<file path="config.mk">
export PLATFORM = sky130hd
export DESIGN_NAME = nand_cycle_engine
export DESIGN_NICKNAME = d
export VERILOG_FILES = /design/src/rtl/nand_cycle_engine.sv
export SDC_FILE = /design/constraint.sdc
export NUM_CORES = 1
export LEC_CHECK = 0
export ABC_AREA = 1
export BUFFER_PORTS_ARGS = -buffer_cell sky130_fd_sc_hd__buf_2
export CORE_MARGIN = 2
export CORE_UTILIZATION = 43
export CTS_BUF_LIST = sky130_fd_sc_hd__clkbuf_4 sky130_fd_sc_hd__clkbuf_8 sky130_fd_sc_hd__clkbuf_16
export DETAILED_ROUTE_END_ITERATION = 8
export MAX_ROUTING_LAYER = met4
export PLACE_DENSITY = 0.74
export SYNTH_ARGS = -nofsm -noshare
export SYNTH_HDL_FRONTEND = slang
export SYNTH_SLANG_ARGS = --single-unit
</file>
<file path="constraint.sdc">
create_clock -name clk -period 2.7 [get_ports clk]
set_clock_uncertainty 0.15 [all_clocks]
set_input_delay 0.27 -clock clk [delete_from_list [all_inputs] [get_ports clk]]
set_output_delay 0.27 -clock clk [all_outputs]
set_load 0.02 [all_outputs]
</file>
<file path="src/rtl/nand_cycle_engine.sv">
module nand_cycle_engine #(
  parameter int TW = 6
) (
  input  logic          clk,
  input  logic          rst_n,
  input  logic          host_req,
  input  logic          host_we,
  input  logic [27:0]   host_addr,
  input  logic [31:0]   host_wdata,
  output logic          host_ready,
  output logic [31:0]   host_rdata,
  input  logic          wide_bus,
  input  logic [TW-1:0] t_low,
  input  logic [TW-1:0] t_high,
  input  logic [TW-1:0] t_acc,
  input  logic [TW-1:0] t_cs,
  input  logic [TW-1:0] t_rd_wr,
  input  logic [TW-1:0] t_rd_rd,
  input  logic [TW-1:0] t_wr_rd,
  input  logic [TW-1:0] t_adr_dat,
  output logic [3:0]    chip_en_n,
  output logic          lat_cmd,
  output logic          lat_adr,
  output logic          wr_n,
  output logic          rd_n,
  output logic [15:0]   bus_out,
  output logic          bus_oe,
  input  logic [15:0]   bus_in
);

  typedef enum logic [2:0] {S_IDLE, S_GAP, S_SETUP, S_LOW, S_HIGH, S_DONE} st_t;
  localparam logic [2:0] K_NONE = 3'd0, K_CMD = 3'd1, K_ADR = 3'd2, K_DWR = 3'd3, K_DRD = 3'd4;

  function automatic logic [TW-1:0] eff(input logic [TW-1:0] n);
    return (n == '0) ? TW'(1) : n;
  endfunction

  st_t           st;
  logic [2:0]    kind, last;
  logic [1:0]    bank;
  logic [15:0]   wd;
  logic [TW-1:0] cnt, rcnt, gap_len;
  logic          got;

  logic          hit, need_gap, is_rd, acc_hit;
  logic [2:0]    nkind;
  logic [TW-1:0] gsel;
  logic [15:0]   nwd;

  assign hit = host_req && host_addr[27:26] == 2'b11 && host_addr[1:0] != 2'b11;

  always_comb begin
    case (host_addr[1:0])
      2'd0:    nkind = K_CMD;
      2'd1:    nkind = K_ADR;
      default: nkind = host_we ? K_DWR : K_DRD;
    endcase
    if (nkind == K_DWR && wide_bus) nwd = {host_wdata[23:16], host_wdata[7:0]};
    else                            nwd = {8'h00, host_wdata[7:0]};
    need_gap = 1'b1;
    gsel     = '0;
    if (last == K_DRD && nkind != K_DRD)                   gsel = t_rd_wr;
    else if (last == K_DRD && nkind == K_DRD)              gsel = t_rd_rd;
    else if (last == K_ADR && (nkind == K_DWR || nkind == K_DRD)) gsel = t_adr_dat;
    else if (last == K_CMD && nkind == K_DRD)              gsel = t_wr_rd;
    else                                                   need_gap = 1'b0;
  end

  assign is_rd   = kind == K_DRD;
  assign acc_hit = is_rd && !got && rcnt == eff(t_acc);

  always_ff @(posedge clk or negedge rst_n) begin
    if (!rst_n) begin
      st <= S_IDLE; kind <= K_NONE; last <= K_NONE; bank <= '0; wd <= '0;
      cnt <= '0; rcnt <= '0; gap_len <= '0; got <= 1'b0; host_rdata <= '0;
    end else begin
      case (st)
        S_IDLE: if (hit) begin
          kind <= nkind; bank <= host_addr[25:24]; wd <= nwd;
          host_rdata <= '0; cnt <= TW'(1); gap_len <= eff(gsel);
          st <= need_gap ? S_GAP : S_SETUP;
        end
        S_GAP:
          if (cnt >= gap_len) begin st <= S_SETUP; cnt <= TW'(1); end
          else cnt <= cnt + 1'b1;
        S_SETUP:
          if (cnt >= eff(t_cs)) begin
            st <= S_LOW; cnt <= TW'(1); rcnt <= TW'(1); got <= 1'b0;
          end else cnt <= cnt + 1'b1;
        S_LOW, S_HIGH: begin
          rcnt <= rcnt + 1'b1;
          if (acc_hit) begin
            got <= 1'b1;
            host_rdata <= wide_bus ? {8'h00, bus_in[15:8], 8'h00, bus_in[7:0]}
                                   : {24'h0, bus_in[7:0]};
          end
          if (st == S_LOW) begin
            if (cnt >= eff(t_low)) begin st <= S_HIGH; cnt <= TW'(1); end
            else cnt <= cnt + 1'b1;
          end else if (cnt >= eff(t_high)) begin
            if (!is_rd || got || acc_hit) st <= S_DONE;
          end else cnt <= cnt + 1'b1;
        end
        S_DONE: begin last <= kind; st <= S_IDLE; end
        default: st <= S_IDLE;
      endcase
    end
  end

  logic active;
  assign active     = st == S_SETUP || st == S_LOW || st == S_HIGH;
  assign chip_en_n  = active ? ~(4'b0001 << bank) : 4'hF;
  assign lat_cmd    = active && kind == K_CMD;
  assign lat_adr    = active && kind == K_ADR;
  assign wr_n       = !(st == S_LOW && !is_rd);
  assign rd_n       = !(st == S_LOW && is_rd);
  assign bus_oe     = active && !is_rd;
  assign bus_out    = bus_oe ? wd : 16'h0000;
  assign host_ready = st == S_DONE;

endmodule

</file>
==> results of run 1 <==
-- cell usage after synthesis (3+ instances only) --
master | instances | area (um^2)
ha_1 | 26 | 325
nand2_2 | 3 | 18.8
buf_2 | 5 | 25.0
nor3_1 | 3 | 15.0
buf_6 | 6 | 67.6
a21oi_1 | 13 | 65.1
clkbuf_1 | 3 | 11.3
inv_1 | 69 | 259
nand3_1 | 47 | 235
o21ai_0 | 40 | 200
buf_4 | 17 | 128
xor2_1 | 8 | 70.1
xnor2_1 | 4 | 35.0
nor2_1 | 58 | 218
a31o_2 | 3 | 26.3
nand2_4 | 3 | 33.8
inv_2 | 8 | 30.0
o21ai_2 | 9 | 78.8
nor2_4 | 6 | 67.6
nand2_1 | 113 | 424
dfrtp_1 | 62 | 1550
nand4_1 | 20 | 125
-- repair_timing --
| item | 4_1_cts | 5_1_grt |
|---|---|---|
| hold buffers | 8 | 0 |
| setup endpoints to repair | 0 | 0 |
| hold endpoints to repair | 22 | 0 |
| setup buffers | 0 | 0 |
-- final cells by class --
type	count	area, um^2
fill	897	4240
multi-input combinational	390	2130
sequential	62	1550
timing repair buffer	144	771
inverter	78	295
tap	129	161
clock buffer	11	151
clock inverter	4	22.5
-- worst reg2reg max path, delay by kind of cell (launching register included) --
family	cells	cell delay, ns
AO/OA/AOI/OAI	2	0.20
adder cells (fa/ha/maj)	1	0.29
buffers and inverters	3	0.50
flip-flops	1	0.40
AND/OR/NAND/NOR	7	0.62
-- worst paths after layout --
check / from / to / slack (ns)
setup / recovery: st[2] / bus_out[5] / 0.27
hold / removal: host_wdata[5] / wd[5] / 0.01
setup reg to reg: cnt[0] / cnt[0] / 0.45
hold reg to reg: host_rdata[1] / host_rdata[1] / 0.32
max in group asynchronous: rst_n / wd[10] / 1.47
min in group asynchronous: rst_n / host_rdata[19] / 0.24
-- logic make-up after synthesis --
logic type | after synthesis | synth area share
simple gates | 263 | 0.293
compound gates | 73 | 0.103
buf+inv | 109 | 0.127
flops | 62 | 0.373
other cells | 1 | 0.000902
xor+xnor | 12 | 0.0253
fa+ha+maj | 26 | 0.0783
-- power groups by stage --
stage / Clock (mW) / Sequential (mW) / Combinational (mW)
floorplan: 0 / 1.60 / 1.85
global placement: 0 / 1.57 / 2.46
detailed placement: 0 / 1.59 / 2.54
CTS: 0.744 / 1.57 / 2.56
global route: 0.799 / 1.62 / 2.89
finish: 0.723 / 1.58 / 2.56
-- per-layer routing --
| metal | global-route usage | vias up | part of all wire |
|---|---|---|---|
| met5 | - | - | 0 |
| met4 | 0.0944 | 0 | 0.024 |
| met3 | 0.0267 | 27 | 0.047 |
| met2 | 0.339 | 139 | 0.50 |
| met1 | 0.244 | 1862 | 0.43 |
| li1 | - | 2012 | - |
-- flip-flops by register name, summed over array words and instances, names as in the netlist --
register and cells:
bank 2, cnt 6, gap_len 6, got 1, host_rdata 16, kind 3, last 3, rcnt 6
st 3, wd 16
-- metrics by stage --
stage                     area (um^2)  utilization  hold WS [ns]  instances
final                            5090        0.545        0.0136        818
after global routing             5090        0.545       0.00479        818
after CTS                        5090        0.545       0.00151        818
after detailed placement         4830        0.518        0.0684        795
after global placement           4830        0.518        0.0651        795
after floorplan                  4210            -        -0.176        561
==> summary.md, run 1 <==
| Metric | Value |
|---|---|
| Final critical-path required period | `approximately 2.4 ns` |
| Core box area | `just over 9000 um^2` |
| CTS max path bufs | `2` |
| Required @ worst endpoint | `2.28 ns` |
| Syn avg cell area | `around 7.6 um^2` |
| Final Cycle Share | `0.899` |
| Ys flop type | `dfrtp_1` |
| CTS buffer count | `9` |
| Setup TNS | `0 ns` |
| Post-Syn Instances | `546` |
| Dpl hpwl | `about 7.8 mm` |
| Synthesis-to-layout area growth | `22.4%` |
| Cell variety after synth | `38` |
| Status | `complete, no violations` |
| Most frequent cells in the layout | `buf_2, nand2_1, inv_1, dfrtp_1, nor2_1` |
| Clock root cell | `clkbuf_8` |
| Leak | `2.78 nW` |
| Power density cells | `approximately 960 nW/um^2` |
| WP data arrival | `2.01 ns` |
| Async SR Flop Fraction | `1.00` |
| Nets@finish | `840` |
| Pint | `about 2.5 mW` |
| Slowest stage delay, CP | `about 0.42 ns` |
| Final WS setup | `about 0.27 ns` |
| Vias | `just over 4000` |
| Switch Pwr | `between 2 and 2.5 mW` |
| Total GRT Usage | `0.203` |
| DR vias/cell | `between 4 and 5` |
| GPL Wtd Cong | `roughly 0.86` |
| Setup-failing EPs final | `0` |
| IO buf count | `132` |
| CTS sink count | `62` |
| RSZ-0062 raised after global routing | `false` |
| Overflow after GRT | `0` |
| Slew Limit Fails | `0` |
| N_diodes | `0` |
| Total power | `a little under 5 mW` |
| Crit Path Class | `register to output pin` |
| Pin count of the biggest net entering global routing | `39` |
| Most used cell, CP | `nor2_4` |
| Die height | `~100 um` |
| Hold path cells | `3` |
| Critical path depth in cells | `10` |
| Commonest non-fill, non-tap cell in the layout | `buf_2` |
| Sw frac | `0.481` |
| Share of cells above drive strength 1 | `0.273` |
| DR WL/cell | `roughly 12 um` |
| CP delay by family, top | `simple AND/OR/NAND/NOR gates` |
| Max IR drop VDD | `roughly 0.33 mV` |
| Die X | `approximately 100 um` |
| Post-synthesis sequential area ratio | `0.373` |
| Crit path cell chain | `inv_2, nand2_2, nor2_4, nor2_4, inv_2, nor2_4, nor2_4, inv_2, nor2_1, buf_2` |
| R2R depth | `13` |
| Fmax | `roughly 410 MHz` |
| Maxcap violations | `0` |
| Cell Rows | `35` |
| Antenna violations before repair | `0` |
| PostCTS Resize Cnt | `0` |
| Buf/Inv on CP | `4` |
| Worst Hold Class | `input pin to register` |
| TritonCTS clock tree | `done` |
| Full die area | `about 10000 um^2` |
| Synthesis-stage register bit count | `62` |
| Detail Route Antenna Nets | `0` |
| Pre-CTS setup slack | `about 0.44 ns` |
| Clock Latency Late Sink | `0.33 ns` |
| Clock power share | `0.149` |
| Post-Route WL | `10.2 mm` |
| Slowest CP cell | `dfrtp_1` |
| Vias in the first global route | `3807` |
| DRC | `0` |
| Hold Fails Final Rpt | `0` |
| Post-synth EDFFs | `0` |
| Critical path launch point type | `register` |
| CTS H-tree depth | `3` |
| Synthesized cell area | `4160 um^2` |
| Crit. End Element | `output pin` |
| I/O Pins | `between 150 and 200` |
| Detailed Routing Iterations Pass 1 | `4` |
| Syn. warnings | `0` |
| Global-route wire length before repair | `roughly 17 mm` |
| Worst-path clk slew | `about 0.070 ns` |
| Comb pwr share | `0.526` |
| Iteration-0 DRC Markers | `~200` |
| Initial Util | `0.445` |
| CP max FO | `16` |
| Sequential power share | `0.325` |
(Power assumes the default switching activity.)
==> inputs of run 2 (changes only) <==
Settings changed: ABC_AREA 1 to default.
==> summary.md, run 2 <==
| Metric | Value |
|---|---|
| Status | `complete, no violations` |
| Post CTS Setup Buffer Count | `0 (unchanged)` |
| # fillers | `841 (-6.2%)` |
| Reg-to-Reg End | `cnt[2]` |
| Maxcap violations | `0 (unchanged)` |
| Clock Latency Late Sink | `0.34 ns (about the same)` |
| Setup-failing EPs final | `0 (unchanged)` |
| WP data arrival | `2.12 ns (+0.11 ns)` |
| Dpl cell area | `4810 um^2 (-0.41%)` |
| Overflow after GRT | `0 (unchanged)` |
| Layout Cells excl Fill | `726 (-11%)` |
| Final Cycle Share | `0.942 (+0.0428)` |
| Pin count of the biggest net entering global routing | `45 (+15%)` |
| Final critical-path required period | `2.54 ns (+0.116 ns)` |
| Nets@finish | `765 (-8.9%)` |
| TritonCTS clock tree | `done` |
| Post-synth top cells | `nand2_1, dfrtp_1, inv_1` |
| R2R depth | `8 (-5)` |
| DR vias/cell | `5.18 (+4.9%)` |
| Synthesis-stage register bit count | `62 (unchanged)` |
| I/O Pins | `187 (unchanged)` |
| Ys flop type | `dfrtp_1` |
| R2R Path Start | `cnt[0]` |
| Leak | `2.85 nW (+2.4%)` |
| Worst hold slack | `0.00956 ns (-0.00401 ns)` |
| Antenna violations before repair | `0 (unchanged)` |
| Synthesis-to-layout area growth | `27.2%` |
| Iteration-0 DRC Markers | `134 (-32%)` |
| Total GRT Usage | `0.208 (+0.00501)` |
| Slew @ Worst Pin | `about 0.75 ns` |
| Commonest non-fill, non-tap cell in the layout | `buf_2` |
| DRC | `0 (unchanged)` |
| Share of cells above drive strength 1 | `0.302 (+0.0296)` |
| IO buf count | `132 (unchanged)` |
| Max-slew headroom | `0.501` |
| Worst Hold Class | `input pin to register` |
| GPL Wtd Cong | `0.848 (-1.5%)` |
| CP max FO | `10 (-6)` |
| Die X | `101 um (-0.94%)` |
| CTS sink count | `62 (unchanged)` |
| Multi-input gate area | `2240 um^2 (+5.1%)` |
| Slew Limit Fails | `0 (unchanged)` |
| Hold path cells | `3 (unchanged)` |
| Dpl hpwl | `7.51 mm (-4.3%)` |
| Count leader, synth | `nand2_1` |
| Setup TNS | `0 ns (unchanged)` |
| Detail Route Antenna Nets | `0 (unchanged)` |
| RSZ-0062 raised after global routing | `false` |
| Synthesized cell area | `4070 um^2 (-2.0%)` |
| Share of the synthesized area in the top cell type | `0.381 (+0.00745)` |
| Post-Layout Inst Area | `5180 um^2 (+1.9%)` |
| Post-Route WL | `10.1 mm (-1.2%)` |
| Post-synthesis sequential area ratio | `0.381 (+0.00745)` |
| Vias | `3763 (-6.9%)` |
| Clock root cell | `clkbuf_8` |
| Total power | `4.56 mW (-6.3%)` |
| Syn. warnings | `0 (unchanged)` |
| CTS H-tree depth | `3 (unchanged)` |
| Global-route wire length before repair | `16.5 mm (-0.29%)` |
| Cell Rows | `35 (unchanged)` |
| CTS buffer count | `9 (unchanged)` |
| Crit Path Class | `register to output pin` |
| Initial Util | `0.443 (-0.00248)` |
| Largest regs | `host_rdata (16), wd (16)` |
| Full die area | `10300 um^2 (-1.9%)` |
| Hold Fails Final Rpt | `0 (unchanged)` |
| Max IR drop VDD | `0.318 mV (-3.1%)` |
| CTS max path bufs | `2 (unchanged)` |
| Top cells by area, synth | `dfrtp_1, ha_1, nand2_1` |
| Crit. End Element | `output pin` |
| Setup crit end | `lat_cmd` |
| Core box area | `9200 um^2 (-1.4%)` |
| N_diodes | `0 (unchanged)` |
| Detailed Routing Iterations Pass 1 | `4 (unchanged)` |
| Required @ worst endpoint | `2.28 ns (about the same)` |
| Worst-path clk slew | `0.07 ns (about the same)` |
| Critical Path Source | `st[2]` |
| Post-synth EDFFs | `0 (unchanged)` |
| R2r setup slk | `0.29 ns (-0.16 ns)` |
| Power density cells | `879 nW/um^2 (-8.1%)` |
| Syn avg cell area | `8.82 um^2 (+16%)` |
| Critical path launch point type | `register` |
| Die height | `101 um (-0.94%)` |
| DR WL/cell | `13.9 um (+11%)` |
| Post-Syn Instances | `462 (-15%)` |
| Cell variety after synth | `60 (+58%)` |
| Vias in the first global route | `3686 (-3.2%)` |
| Register area | `1550 um^2 (about the same)` |
| Fmax | `393 MHz (-4.5%)` |
| Leading area contributor after synthesis | `dfrtp_1` |
| Async SR Flop Fraction | `1.00 (unchanged)` |
| Most frequent cells in the layout | `buf_2, nand2_1, dfrtp_1, inv_1, and3_1` |
| Placed cells | `697 (-12%)` |
run 2: layout make-up:
cell class                      count  area share
Clock buffer                       11      0.0292
Clock inverter                      5      0.0157
Inverter                           38      0.0275
Multi-Input combinational cell    343       0.433
Sequential cell                    62       0.300
Tap cell                          111      0.0268
Timing Repair Buffer              156       0.169
run 2: per-stage QoR:
stage / utilization / worst slack [ns]
floorplan: - / 0.446
global placement: 0.523 / 0.295
detailed placement: 0.523 / 0.236
CTS: 0.563 / 0.0356
global route: 0.564 / 0.0145
finish: 0.564 / 0.158
run 2: how the worst min path moves through the flow:
| stage | startpoint | end |
|---|---|---|
| after CTS | host_wdata[18] | wd[10] |
| after global routing | bus_in[5] | host_rdata[5] |
| after floorplan | rst_n | bank[0] |
| final | bus_in[0] | host_rdata[0] |
| after global placement | rst_n | host_rdata[2] |
| after detailed placement | rst_n | host_rdata[2] |
run 2: layer usage:
| layer | GRT usage | wire [um] |
|---|---|---|
| met1 | 0.258 | 4310 |
| met2 | 0.331 | 4940 |
| met3 | 0.0366 | 475 |
| met4 | 0.0956 | 340 |
| met5 | - | 0 |
run 2: cells by family (layout without fill, tap and decap cells):
| group | after synthesis | count (layout) | synth area share |
|---|---|---|---|
| AND/OR/NAND/NOR | 183 | 183 | 0.226 |
| buffers and inverters | 72 | 210 | 0.0841 |
| AO/OA/AOI/OAI | 80 | 80 | 0.134 |
| flip-flops | 62 | 62 | 0.381 |
| other | 1 | 16 | 0.000920 |
| multiplexers | 28 | 28 | 0.0731 |
| adder cells (fa/ha/maj) | 26 | 26 | 0.0799 |
| XOR/XNOR | 10 | 10 | 0.0215 |
run 2: repair_timing:
item                                   CTS  global route
setup endpoints to repair                0             2
endpoints found under the hold margin   33             0
hold buffers                            13             0
gates resized for setup                  0             2
run 2: critical path, cell delays in order (launching register included):
cell	delay [ns]
dfrtp_2	0.44
or3b_4	0.43
inv_1	0.17
a21oi_1	0.17
nor4b_1	0.33
buf_2	0.23
run 2: where the power goes:
part	internal (mW)	total [mW]	switching (mW)
Sequential	1.24	1.51	0.272
Combinational	0.864	2.11	1.25
Clock	0.570	0.937	0.367
Total	2.67	4.56	1.88
==> inputs of run 3 (changes only) <==
Settings changed: SETUP_SLACK_MARGIN from default to 0.2.
==> summary.md, run 3 (synthesis gave the netlist of run 2 again) <==
| Metric | Value |
|---|---|
| Dpl cell area | `4810 um^2 (unchanged)` |
| Comb pwr share | `0.466 (+0.003)` |
| Antenna violations before repair | `0 (unchanged)` |
| CTS H-tree depth | `3 (unchanged)` |
| Dpl hpwl | `7.51 mm (unchanged)` |
| DR WL/cell | `14.1 um (+2.0%)` |
| Cell Rows | `35 (unchanged)` |
| Global-route wire length before repair | `16.5 mm (+0.17%)` |
| Share of cells above drive strength 1 | `0.312 (+0.00976)` |
| Full die area | `10300 um^2 (unchanged)` |
| DR vias/cell | `5.23 (+0.85%)` |
| I/O Pins | `187 (unchanged)` |
| Sw frac | `0.416 (+0.00270)` |
| Pint | `2.68 mW (+0.39%)` |
| Synthesis-to-layout area growth | `27.6%` |
| Total GRT Usage | `0.208 (+0.000450)` |
| GPL Wtd Cong | `0.848 (unchanged)` |
| Die X | `101 um (unchanged)` |
| Nets@finish | `765 (unchanged)` |
| CTS buffer count | `9 (unchanged)` |
| Clock power share | `0.204 (-0.002)` |
| WP data arrival | `1.95 ns (-0.17 ns)` |
| Iteration-0 DRC Markers | `137 (+2.2%)` |
| Switch Pwr | `1.91 mW (+1.5%)` |
| Leak | `2.85 nW (about the same)` |
| Commonest non-fill, non-tap cell in the layout | `buf_2` |
| Power density cells | `883 nW/um^2 (+0.52%)` |
| Fmax | `422 MHz (+7.3%)` |
| TritonCTS clock tree | `done` |
| Worst-path clk slew | `0.07 ns (about the same)` |
| Max IR drop VDD | `0.318 mV (+0.10%)` |
| RSZ-0062 raised after global routing | `true` |
| Pin count of the biggest net entering global routing | `45 (unchanged)` |
| Vias in the first global route | `3684 (-0.054%)` |
| Slew Limit Fails | `0 (unchanged)` |
| DRC | `0 (unchanged)` |
| Vias | `3795 (+0.85%)` |
| Setup-failing EPs final | `0 (unchanged)` |
| Final Cycle Share | `0.878 (-0.0637)` |
| Initial Util | `0.443 (unchanged)` |
| R2R depth | `7 (-1)` |
| Post CTS Setup Buffer Count | `0 (unchanged)` |
| Slowest CP cell | `dfrtp_2` |
| N_diodes | `0 (unchanged)` |
| Detailed Routing Iterations Pass 1 | `5 (+1)` |
| CTS sink count | `62 (unchanged)` |
| Setup TNS | `0 ns (unchanged)` |
| CP max FO | `10 (unchanged)` |
| Post-Route WL | `10.3 mm (+2.0%)` |
| Critical path launch point type | `register` |
| Register area | `1550 um^2 (about the same)` |
| Crit path cell chain | `or3b_4, inv_2, a21oi_2, nor4b_2, buf_2` |
| # fillers | `839 (-0.24%)` |
| Overflow after GRT | `0 (unchanged)` |
| Most frequent cells in the layout | `buf_2, nand2_1, dfrtp_1, inv_1, and3_1` |
| Clock Latency Late Sink | `0.34 ns (about the same)` |
| Maxcap violations | `0 (unchanged)` |
| Final critical-path required period | `2.37 ns (-0.172 ns)` |
| Hold Fails Final Rpt | `0 (unchanged)` |
| Slowest stage delay, CP | `0.44 ns (about the same)` |
| Hold path cells | `3 (unchanged)` |
| Required @ worst endpoint | `2.28 ns (about the same)` |
| Crit Path Class | `register to output pin` |
| Die height | `101 um (unchanged)` |
| IO buf count | `132 (unchanged)` |
| Detail Route Antenna Nets | `0 (unchanged)` |
| Post-Layout Inst Area | `5200 um^2 (+0.34%)` |
| CTS max path bufs | `2 (unchanged)` |
| Status | `complete, no violations` |
| Max-slew headroom | `0.497 (-0.00374)` |
| Core box area | `9200 um^2 (unchanged)` |
| Slew @ Worst Pin | `0.752 ns (+0.00559 ns)` |
| Sequential power share | `0.330 (about the same)` |
| Largest regs | `host_rdata (16), wd (16)` |
| Worst Hold Class | `input pin to register` |
| Clock root cell | `clkbuf_8` |
| Crit. End Element | `output pin` |
| Multi-input gate area | `2260 um^2 (+0.73%)` |
==> run 3: cell counts in the layout (fill, tap and decap cells not counted) <==
No cell type changed its count.
==> run 3: worst max-delay path: cells and delay by family, from the launching register on <==
kind | cells | cell delay [ns]
AO/OA/AOI/OAI | 1 | 0.10
flip-flops | 1 | 0.44
buffers and inverters | 2 | 0.35
AND/OR/NAND/NOR | 2 | 0.72
==> run 3: final cells by class <==
class | count | area share
Multi-Input combinational cell | 343 | 0.434
Sequential cell | 62 | 0.299
Timing Repair Buffer | 156 | 0.168
Clock buffer | 11 | 0.0291
Inverter | 38 | 0.0274
Tap cell | 111 | 0.0267
Clock inverter | 5 | 0.0156
==> run 3: final timing paths <==
kind | start | end | slack [ns]
min in group asynchronous | rst_n | host_rdata[16] | 0.31
hold reg to reg | wd[1] | wd[1] | 0.32
hold / removal | bus_in[0] | host_rdata[0] | 0.009
setup reg to reg | cnt[3] | cnt[0] | 0.33
setup / recovery | st[2] | lat_adr | 0.33
max in group asynchronous | rst_n | wd[6] | 1.38
==> run 3: metal layers <==
| metal | wire (um) | up-vias | global-route usage |
|---|---|---|---|
| met5 | 0 | - | - |
| met4 | 324 | 0 | 0.0956 |
| met3 | 497 | 32 | 0.0366 |
| met2 | 4990 | 145 | 0.332 |
| met1 | 4460 | 1745 | 0.259 |
| li1 | - | 1873 | - |
==> run 3: power groups by stage <==
| stage | logic, mW | clock network [mW] | registers (mW) |
|---|---|---|---|
| after global placement | 2.02 | 0 | 1.50 |
| after detailed placement | 2.09 | 0 | 1.52 |
| after floorplan | 1.41 | 0 | 1.55 |
| final | 2.14 | 0.938 | 1.52 |
| after CTS | 2.12 | 0.961 | 1.51 |
| after global routing | 2.37 | 1.01 | 1.57 |
==> run 3: repair_timing <==
| item | CTS | global route |
|---|---|---|
| setup endpoints to repair | 3 | 10 |
| gates resized for setup | 4 | 4 |
| hold buffers | 13 | 0 |
| endpoints found under the hold margin | 33 | 0 |
| pin swaps | 0 | 0 |
==> run 3: stage by stage <==
step	std cells	setup WS (ns)	total power, mW	util	hold slack, ns
detailed placement	697	0.236	3.61	0.523	0.119
floorplan	477	0.446	2.96	-	-0.176
global placement	697	0.295	3.53	0.523	0.118
CTS	726	0.255	4.60	0.565	0.0000538
finish	726	0.330	4.59	0.565	0.00941
global route	726	0.172	4.95	0.565	0.00435
